==> src/rtl/sdr_pkg.sv <==
package sdr_pkg;
  typedef enum logic [2:0] {
    K_BYPASS = 3'd0,
    K_S1     = 3'd1,
    K_S2     = 3'd2,
    K_S12    = 3'd3,
    K_FAULT  = 3'd4
  } kind_e;

  localparam logic CAUSE_UNMATCHED = 1'b0;
  localparam logic CAUSE_FORCED    = 1'b1;
endpackage

==> src/rtl/sdr_stream_table.sv <==
module sdr_stream_table #(
  parameter int NENT = 16,
  parameter int SIDW = 8,
  parameter int CTXW = 2,
  parameter int IDXW = $clog2(NENT)
) (
  input  logic            clk,
  input  logic            rst_n,
  input  logic            wr_en,
  input  logic [IDXW-1:0] wr_idx,
  input  logic            wr_valid,
  input  logic [SIDW-1:0] wr_id,
  input  logic [SIDW-1:0] wr_mask,
  input  logic [2:0]      wr_mode,
  input  logic [CTXW-1:0] wr_ctx,
  input  logic [SIDW-1:0] lk_sid,
  output logic            lk_hit,
  output logic [2:0]      lk_mode,
  output logic [CTXW-1:0] lk_ctx
);
  logic [NENT-1:0] vld_q, vld_d;
  logic [SIDW-1:0] id_q   [NENT];
  logic [SIDW-1:0] id_d   [NENT];
  logic [SIDW-1:0] mask_q [NENT];
  logic [SIDW-1:0] mask_d [NENT];
  logic [2:0]      mode_q [NENT];
  logic [2:0]      mode_d [NENT];
  logic [CTXW-1:0] ctx_q  [NENT];
  logic [CTXW-1:0] ctx_d  [NENT];
  logic [NENT-1:0] match;
  logic [NENT-1:0] sel;

  // next state: one entry written per cycle
  always_comb begin
    vld_d = vld_q;
    for (int i = 0; i < NENT; i++) begin
      id_d[i]   = id_q[i];
      mask_d[i] = mask_q[i];
      mode_d[i] = mode_q[i];
      ctx_d[i]  = ctx_q[i];
      if (wr_en && (wr_idx == IDXW'(i))) begin
        vld_d[i]  = wr_valid;
        id_d[i]   = wr_id;
        mask_d[i] = wr_mask;
        mode_d[i] = wr_mode;
        ctx_d[i]  = wr_ctx;
      end
    end
  end

  always_ff @(posedge clk or negedge rst_n) begin
    if (!rst_n) begin
      vld_q <= '0;
      for (int i = 0; i < NENT; i++) begin
        id_q[i]   <= '0;
        mask_q[i] <= '0;
        mode_q[i] <= '0;
        ctx_q[i]  <= '0;
      end
    end else if (wr_en) begin
      vld_q <= vld_d;
      for (int i = 0; i < NENT; i++) begin
        id_q[i]   <= id_d[i];
        mask_q[i] <= mask_d[i];
        mode_q[i] <= mode_d[i];
        ctx_q[i]  <= ctx_d[i];
      end
    end
  end

  // masked compare, lowest index wins
  always_comb begin
    sel     = '0;
    lk_mode = '0;
    lk_ctx  = '0;
    for (int i = 0; i < NENT; i++)
      match[i] = vld_q[i] && (((lk_sid ^ id_q[i]) & ~mask_q[i]) == '0);
    for (int i = NENT - 1; i >= 0; i--) begin
      if (match[i]) begin
        sel     = '0;
        sel[i]  = 1'b1;
        lk_mode = mode_q[i];
        lk_ctx  = ctx_q[i];
      end
    end
    lk_hit = |match;
  end

  a_r2_single_pick: assert property (@(posedge clk) disable iff (!rst_n)
    $onehot0(sel));
  a_r2_pick_is_match: assert property (@(posedge clk) disable iff (!rst_n)
    lk_hit |-> ((sel & match) != '0));
endmodule

==> src/rtl/sdr_fault_rec.sv <==
module sdr_fault_rec #(
  parameter int SYNW = 9
) (
  input  logic            clk,
  input  logic            rst_n,
  input  logic            set,
  input  logic [SYNW-1:0] set_syn,
  input  logic            clr_we,
  input  logic [1:0]      clr_bits,
  input  logic            irq_en,
  output logic            fault_o,
  output logic            multi_o,
  output logic [SYNW-1:0] syn_o,
  output logic            irq_o
);
  logic            fault_q, fault_d, multi_q, multi_d;
  logic [SYNW-1:0] syn_q, syn_d;
  logic            fault_c, multi_c, upd;

  always_comb begin
    fault_c = fault_q & ~(clr_we & clr_bits[0]);
    multi_c = multi_q & ~(clr_we & clr_bits[1]);
    fault_d = fault_c;
    multi_d = multi_c;
    syn_d   = syn_q;
    if (set) begin
      if (fault_c) begin
        multi_d = 1'b1;
      end else begin
        fault_d = 1'b1;
        syn_d   = set_syn;
      end
    end
    upd = set | clr_we;
  end

  always_ff @(posedge clk or negedge rst_n) begin
    if (!rst_n) begin
      fault_q <= 1'b0;
      multi_q <= 1'b0;
      syn_q   <= '0;
    end else if (upd) begin
      fault_q <= fault_d;
      multi_q <= multi_d;
      syn_q   <= syn_d;
    end
  end

  assign fault_o = fault_q;
  assign multi_o = multi_q;
  assign syn_o   = syn_q;
  assign irq_o   = fault_q & irq_en;

  a_r7_syn_held: assert property (@(posedge clk) disable iff (!rst_n)
    (fault_q && !(clr_we && clr_bits[0])) |=> $stable(syn_o));
  a_r7_second_multi: assert property (@(posedge clk) disable iff (!rst_n)
    (fault_q && set && !(clr_we && clr_bits[0])) |=> multi_o);
  a_r9_irq_drops: assert property (@(posedge clk) disable iff (!rst_n)
    (clr_we && clr_bits[0] && !set) |=> !irq_o);
endmodule

==> src/rtl/sdr_dispatch_top.sv <==
module sdr_dispatch_top
  import sdr_pkg::*;
#(
  parameter int NENT = 16,
  parameter int SIDW = 8,
  parameter int AW   = 32,
  parameter int NCTX = 4,
  parameter int IDXW = $clog2(NENT),
  parameter int CTXW = $clog2(NCTX)
) (
  input  logic                 clk,
  input  logic                 rst_n,
  input  logic                 in_valid,
  output logic                 in_ready,
  input  logic                 in_sec,
  input  logic [SIDW-1:0]      in_sid,
  input  logic [AW-1:0]        in_addr,
  output logic                 out_valid,
  input  logic                 out_ready,
  output logic [2:0]           out_kind,
  output logic [CTXW-1:0]      out_ctx,
  output logic                 out_big_endian,
  output logic                 out_sec,
  output logic [SIDW-1:0]      out_sid,
  output logic [AW-1:0]        out_addr,
  input  logic                 cfg_ste_we,
  input  logic                 cfg_ste_sec,
  input  logic [IDXW-1:0]      cfg_ste_idx,
  input  logic                 cfg_ste_valid,
  input  logic [SIDW-1:0]      cfg_ste_id,
  input  logic [SIDW-1:0]      cfg_ste_mask,
  input  logic [2:0]           cfg_ste_mode,
  input  logic [CTXW-1:0]      cfg_ste_ctx,
  input  logic                 cfg_glb_we,
  input  logic                 cfg_glb_sec,
  input  logic                 cfg_glb_irq_en,
  input  logic                 cfg_glb_force_byp,
  input  logic                 cfg_glb_force_flt,
  input  logic                 cfg_ctx_we,
  input  logic [CTXW-1:0]      cfg_ctx_idx,
  input  logic                 cfg_ctx_big_endian,
  input  logic                 cfg_ctx_irq_en,
  input  logic                 gfsr_clr_we,
  input  logic                 gfsr_clr_sec,
  input  logic [1:0]           gfsr_clr_bits,
  input  logic                 cfsr_clr_we,
  input  logic [CTXW-1:0]      cfsr_clr_idx,
  input  logic [1:0]           cfsr_clr_bits,
  output logic [1:0]           gfsr_fault,
  output logic [1:0]           gfsr_multi,
  output logic [1:0]           gfsr_cause,
  output logic [2*SIDW-1:0]    gfsr_sid,
  output logic [NCTX-1:0]      cfsr_fault,
  output logic [NCTX-1:0]      cfsr_multi,
  output logic [NCTX-1:0]      cfsr_sec,
  output logic [NCTX*SIDW-1:0] cfsr_sid,
  output logic [1:0]           irq_global,
  output logic [NCTX-1:0]      irq_ctx
);
  localparam int NBANK = 2;
  localparam int GSYNW = SIDW + 1;

  // per-bank lookup results
  logic            hit_b  [NBANK];
  logic [2:0]      mode_b [NBANK];
  logic [CTXW-1:0] ctx_b  [NBANK];

  // bank control and context control
  logic [NBANK-1:0] g_irq_en_q, g_irq_en_d, g_byp_q, g_byp_d, g_flt_q, g_flt_d;
  logic [NCTX-1:0]  c_be_q, c_be_d, c_irq_en_q, c_irq_en_d;

  // decision
  kind_e           kind_c;
  logic [CTXW-1:0] ctx_c;
  logic            be_c, gset_c, cset_c, cause_c, fire;

  // output register
  logic            ov_q, ov_d;
  kind_e           kind_q;
  logic [CTXW-1:0] ctx_q;
  logic            be_q, sec_q;
  logic [SIDW-1:0] sid_q;
  logic [AW-1:0]   addr_q;

  for (genvar b = 0; b < NBANK; b++) begin : g_bank
    logic [GSYNW-1:0] gsyn;
    sdr_stream_table #(.NENT(NENT), .SIDW(SIDW), .CTXW(CTXW), .IDXW(IDXW)) u_tbl (
      .clk      (clk),
      .rst_n    (rst_n),
      .wr_en    (cfg_ste_we && (cfg_ste_sec == b[0])),
      .wr_idx   (cfg_ste_idx),
      .wr_valid (cfg_ste_valid),
      .wr_id    (cfg_ste_id),
      .wr_mask  (cfg_ste_mask),
      .wr_mode  (cfg_ste_mode),
      .wr_ctx   (cfg_ste_ctx),
      .lk_sid   (in_sid),
      .lk_hit   (hit_b[b]),
      .lk_mode  (mode_b[b]),
      .lk_ctx   (ctx_b[b])
    );
    sdr_fault_rec #(.SYNW(GSYNW)) u_grec (
      .clk      (clk),
      .rst_n    (rst_n),
      .set      (fire && gset_c && (in_sec == b[0])),
      .set_syn  ({cause_c, in_sid}),
      .clr_we   (gfsr_clr_we && (gfsr_clr_sec == b[0])),
      .clr_bits (gfsr_clr_bits),
      .irq_en   (g_irq_en_q[b]),
      .fault_o  (gfsr_fault[b]),
      .multi_o  (gfsr_multi[b]),
      .syn_o    (gsyn),
      .irq_o    (irq_global[b])
    );
    assign gfsr_cause[b]                = gsyn[SIDW];
    assign gfsr_sid[b*SIDW +: SIDW]     = gsyn[SIDW-1:0];
  end

  for (genvar c = 0; c < NCTX; c++) begin : g_ctx
    logic [GSYNW-1:0] csyn;
    sdr_fault_rec #(.SYNW(GSYNW)) u_crec (
      .clk      (clk),
      .rst_n    (rst_n),
      .set      (fire && cset_c && (ctx_c == CTXW'(c))),
      .set_syn  ({in_sec, in_sid}),
      .clr_we   (cfsr_clr_we && (cfsr_clr_idx == CTXW'(c))),
      .clr_bits (cfsr_clr_bits),
      .irq_en   (c_irq_en_q[c]),
      .fault_o  (cfsr_fault[c]),
      .multi_o  (cfsr_multi[c]),
      .syn_o    (csyn),
      .irq_o    (irq_ctx[c])
    );
    assign cfsr_sec[c]              = csyn[SIDW];
    assign cfsr_sid[c*SIDW +: SIDW] = csyn[SIDW-1:0];
  end

  // control registers: next state
  always_comb begin
    g_irq_en_d = g_irq_en_q;
    g_byp_d    = g_byp_q;
    g_flt_d    = g_flt_q;
    g_irq_en_d[cfg_glb_sec] = cfg_glb_irq_en;
    g_byp_d[cfg_glb_sec]    = cfg_glb_force_byp;
    g_flt_d[cfg_glb_sec]    = cfg_glb_force_flt;
    c_be_d     = c_be_q;
    c_irq_en_d = c_irq_en_q;
    c_be_d[cfg_ctx_idx]     = cfg_ctx_big_endian;
    c_irq_en_d[cfg_ctx_idx] = cfg_ctx_irq_en;
  end

  always_ff @(posedge clk or negedge rst_n) begin
    if (!rst_n) begin
      g_irq_en_q <= '0;
      g_byp_q    <= '0;
      g_flt_q    <= '0;
    end else if (cfg_glb_we) begin
      g_irq_en_q <= g_irq_en_d;
      g_byp_q    <= g_byp_d;
      g_flt_q    <= g_flt_d;
    end
  end

  always_ff @(posedge clk or negedge rst_n) begin
    if (!rst_n) begin
      c_be_q     <= '0;
      c_irq_en_q <= '0;
    end else if (cfg_ctx_we) begin
      c_be_q     <= c_be_d;
      c_irq_en_q <= c_irq_en_d;
    end
  end

  // dispatch decision: forced fault, forced bypass, unmatched, entry mode
  always_comb begin
    kind_c  = K_BYPASS;
    ctx_c   = '0;
    be_c    = 1'b0;
    gset_c  = 1'b0;
    cset_c  = 1'b0;
    cause_c = CAUSE_UNMATCHED;
    if (g_flt_q[in_sec]) begin
      kind_c  = K_FAULT;
      gset_c  = 1'b1;
      cause_c = CAUSE_FORCED;
    end else if (g_byp_q[in_sec]) begin
      kind_c = K_BYPASS;
    end else if (!hit_b[in_sec]) begin
      kind_c = K_FAULT;
      gset_c = 1'b1;
    end else begin
      ctx_c = ctx_b[in_sec];
      be_c  = c_be_q[ctx_b[in_sec]];
      if (mode_b[in_sec] >= 3'd4) begin
        kind_c = K_FAULT;
        cset_c = 1'b1;
      end else begin
        kind_c = kind_e'(mode_b[in_sec]);
      end
    end
  end

  assign in_ready = !ov_q || out_ready;
  assign fire     = in_valid && in_ready;

  always_comb begin
    ov_d = ov_q;
    if (fire)           ov_d = 1'b1;
    else if (out_ready) ov_d = 1'b0;
  end

  always_ff @(posedge clk or negedge rst_n) begin
    if (!rst_n) ov_q <= 1'b0;
    else        ov_q <= ov_d;
  end

  always_ff @(posedge clk or negedge rst_n) begin
    if (!rst_n) begin
      kind_q <= K_BYPASS;
      ctx_q  <= '0;
      be_q   <= 1'b0;
      sec_q  <= 1'b0;
      sid_q  <= '0;
      addr_q <= '0;
    end else if (fire) begin
      kind_q <= kind_c;
      ctx_q  <= ctx_c;
      be_q   <= be_c;
      sec_q  <= in_sec;
      sid_q  <= in_sid;
      addr_q <= in_addr;
    end
  end

  assign out_valid      = ov_q;
  assign out_kind       = kind_q;
  assign out_ctx        = ctx_q;
  assign out_big_endian = be_q;
  assign out_sec        = sec_q;
  assign out_sid        = sid_q;
  assign out_addr       = addr_q;

  a_r10_hold: assert property (@(posedge clk) disable iff (!rst_n)
    (out_valid && !out_ready) |=> (out_valid && $stable(out_kind) && $stable(out_sid)
                                   && $stable(out_ctx) && $stable(out_addr)));
  a_r10_accept_shows: assert property (@(posedge clk) disable iff (!rst_n)
    fire |=> out_valid);
  a_r4_forced_fault: assert property (@(posedge clk) disable iff (!rst_n)
    (fire && g_flt_q[in_sec]) |=> (out_kind == K_FAULT));
  a_r5_global_recorded: assert property (@(posedge clk) disable iff (!rst_n)
    (fire && gset_c) |=> gfsr_fault[$past(in_sec)]);
  a_r6_ctx_recorded: assert property (@(posedge clk) disable iff (!rst_n)
    (fire && cset_c) |=> cfsr_fault[$past(ctx_c)]);
endmodule

==> config.mk <==
export PLATFORM = sky130hd
export DESIGN_NAME = sdr_dispatch_top
export DESIGN_NICKNAME = d
export VERILOG_FILES = /design/src/rtl/sdr_pkg.sv /design/src/rtl/sdr_stream_table.sv /design/src/rtl/sdr_fault_rec.sv /design/src/rtl/sdr_dispatch_top.sv
export SDC_FILE = /design/constraint.sdc
export NUM_CORES = 1
export LEC_CHECK = 0
export ABC_CLOCK_PERIOD_IN_PS = 3250
export BUFFER_PORTS_ARGS = -buffer_cell sky130_fd_sc_hd__buf_2
export CELL_PAD_IN_SITES_DETAIL_PLACEMENT = 1
export CELL_PAD_IN_SITES_GLOBAL_PLACEMENT = 1
export CORE_MARGIN = 4
export CORE_UTILIZATION = 40
export DETAILED_ROUTE_END_ITERATION = 8
export HOLD_SLACK_MARGIN = 0.02
export PLACE_DENSITY_LB_ADDON = 0.1
export SYNTH_ARGS = -nofsm -noshare
export SYNTH_HDL_FRONTEND = slang
export SYNTH_SLANG_ARGS = --single-unit
export TNS_END_PERCENT = 10
==> constraint.sdc <==
create_clock -name clk -period 3.25 [get_ports clk]
set_input_delay 0.1625 -clock clk [delete_from_list [all_inputs] [get_ports clk]]
set_output_delay 0.1625 -clock clk [all_outputs]
set_load 0.01 [all_outputs]
==> flow_summary.toml <==
[outcome]
violations = "setup timing"
status = "finished, violations left"

[clocking]
clock_sinks = 832
insertion_delay_ns = 0.66
cts_made_buffers = 92
clk_pin_slew_ns = 0.06
htreeDepth = 3
cts_tree = "done"
clockBufferDepth = 3
cts_root_buf = "clkbuf_16"

[worst_setup_path]
cpLargestDelayFamily = "compound AO/OA/AOI/OAI gates"
r2r-start = "g_bank[0].u_tbl.id_q[12]"
critPathArrivalTime_ns = 4.29
end_kind = "flop"
crit_chain = "xor2_1 > a222oi_1 > nor4b_4 > buf_4 > a21oi_2 > o21a_1 > o32a_1 > o211ai_1 > buf_4 > o2111ai_4 > buf_4 > nand4bb_1 > buf_4 > mux2_2"
crit_slowest_cell = "a222oi_1"
r2r_end = "g_ctx[2].u_crec.syn_o[4]"
r2r_cells = 14
crit_required_ns = 3.78
worst-setup-path-type = "flop to flop"
start_kind = "flop"
cp_slowest_stage_delay_ns = 0.52
crit_fanout = 9
rrSetupSlack_ns = -0.52
crit_buf_inv = 4
timing.critical_path.mode_cell = "buf_4"

[synthesis]
syn_avg_cell_area_sq_um = 12.9
ys_types = 78
syn_inst = 2879
synth_top_area_share_pct = 56.0
async_reset_ff_share_pct = 100
ys_ff_latch = 832
synth_edf_count = 0
synth_nets = 2971
yosys_most_used_dff = "dfrtp_1"
synth_area_leaders = "dfrtp_1 56%, mux2_2 23%, xnor2_1 5.4%"
yosysMostFrequentCell = "dfrtp_1"
yosysSeqAreaShare_pct = 56.0
yosysWarnings = 0
yosys-top-cells-count = "832 x dfrtp_1, 747 x mux2_2, 231 x xnor2_1"
synth_top_cell_by_area = "dfrtp_1"
synth.cell_area_sq_um = 37200

[grt]
first_global_vias = 27800
track_usage_pct = 23.9
grt_overflow_total = 0
antenna_found_initial = 9
grt_pass1_wl_mm = 179
grt_max_degree = 118

[worst_hold_path]
hp-class = "input pin to async pin"

[timing]
holdWs_ns = 0.0664
setup-tns-final_ns = -19.26
min_period_ns = 3.77
fin_crit_sh_pct = 116
hold_viol_final = 0
slew_headroom_pct = 21.5
worst_slack_ns = -0.517
drv_slew = 0
setup_viol = 56
finClkSkew_ns = 0.0263
tightest_slew_ns = 1.18
rsz0062_at_grt = "true"
max_freq_mhz = 265

[final_layout]
drive_above_1_share_pct = 42.7
multi_input_area_sq_um = 15400
regArea_sq_um = 20800
fill_cells = 9445
fin_nets = 3417
areaGrowthSynthToFinish_pct = 21.3

[routing]
num_vias = 24900
wirelength_mm = 117
wl_per_cell_um = 25.3
initialDrtViolationCount = 1388
vias_per_cell = 5.37
drtAntennaViolNets = 0
route.detailed.drc = 0
firstDrtPassIters = 5

[placement]
dpl.hpwl_mm = 78.0
gp_congestion = 0.807
numPortBuffers = 212

[die]
core.rowCount = 111
dieHeight_um = 313
die_x_um = 313
die_area_sq_um = 97800
initial_core_util_pct = 40.4
core_sq_um = 91900
io_pins = 213

[power_and_ir_drop]
ir_drop_mv = 0.347
leakagePower_nw = 20.6
power_density_nw_per_um2 = 650

[flow_run]
max_cap_violations = 0
power by group:
group / leakage (nW) / switching, mW / internal (mW) / total (mW)
Sequential: 10.6 / 1.16 / 12.4 / 13.5
Combinational: 8.56 / 2.56 / 2.89 / 5.46
Clock: 1.45 / 4.22 / 6.08 / 10.3
state kept, by name, summed over array words and instances, names as in the netlist, 8 cells and up:
signal / cells
g_bank.u_grec.syn_o: 18
g_bank.u_tbl.mode_q: 96
g_bank.u_tbl.ctx_q: 64
g_bank.u_tbl.mask_q: 256
out_addr: 32
g_ctx.u_crec.syn_o: 36
g_bank.u_tbl.id_q: 256
g_bank.u_tbl.vld_q: 32
out_sid: 8
per-layer routing:
metal  GRT usage, %  part of all wire, %  vias up
li1               -                    -    11000
met1           32.9                   46    13300
met2           40.7                   49      485
met3           3.19                  3.5      140
met4           5.05                  2.0        2
met5              0                0.015        -
final cells by class:
class | instances | share of cell area (%)
Sequential cell | 832 | 46.2
Multi-Input combinational cell | 1799 | 34.1
Timing Repair Buffer | 564 | 9.38
Clock buffer | 138 | 5.96
Tap cell | 1243 | 3.45
Clock inverter | 24 | 0.575
Inverter | 36 | 0.300
Antenna cell | 4 | 0.0222
through the flow:
stage | utilization (%) | instances | power, mW | instance area [sq um] | worst slack [ns]
after global placement | 44.9 | 4403 | 18.7 | 41200 | -0.998
after CTS | 49.0 | 4636 | 29.6 | 45000 | -0.460
after detailed placement | 44.9 | 4403 | 19.0 | 41200 | -1.03
final | 49.0 | 4640 | 29.3 | 45100 | -0.517
after global routing | 49.0 | 4638 | 30.7 | 45100 | -0.649
after floorplan | - | 2879 | 16.8 | 37200 | -0.155
timing repair:
| action | 4_1_cts | 5_1_grt |
|---|---|---|
| gates resized for setup | 38 | 5 |
| pin swaps | 9 | 3 |
| setup buffers | 4 | 0 |
| endpoints found under the setup margin | 68 | 68 |
| endpoints found under the hold margin | 196 | 0 |
| hold buffers | 67 | 0 |
cells by family after synthesis:
logic type	share of synthesized area (%)
simple gates	6.03
xor+xnor	6.03
flops	56.0
compound gates	5.85
buf+inv	3.19
mux	22.9
layout by cell type (no fill, tap or decap), types with 72 or more instances in the layout:
master     synthesis  routed
dfrtp_1          832     832
mux2_2           747     746
buf_4             25     264
xnor2_1          231     231
nand2_1          220     218
buf_2             13     203
clkbuf_16          0      95
o22ai_1           87      85
o21ai_0           85      81
nor2_1            84      72
worst max-delay path by stage:
stage / start / slack [ns] / cells past startpoint / end
after floorplan: g_bank[1].u_tbl.id_q[106] / -0.15 / 11 / g_ctx[1].u_crec.syn_o[0]
after global placement: in_sid[4] / -1.0 / 15 / g_ctx[1].u_crec.syn_o[1]
after detailed placement: in_sid[4] / -1.03 / 15 / g_ctx[1].u_crec.syn_o[2]
after CTS: g_bank[0].u_tbl.id_q[107] / -0.46 / 12 / g_ctx[1].u_crec.syn_o[8]
after global routing: g_bank[0].u_tbl.id_q[107] / -0.65 / 12 / g_ctx[1].u_crec.syn_o[8]
final: g_bank[0].u_tbl.id_q[12] / -0.52 / 14 / g_ctx[2].u_crec.syn_o[4]
No activity file was read; power rests on OpenSTA's default activity.
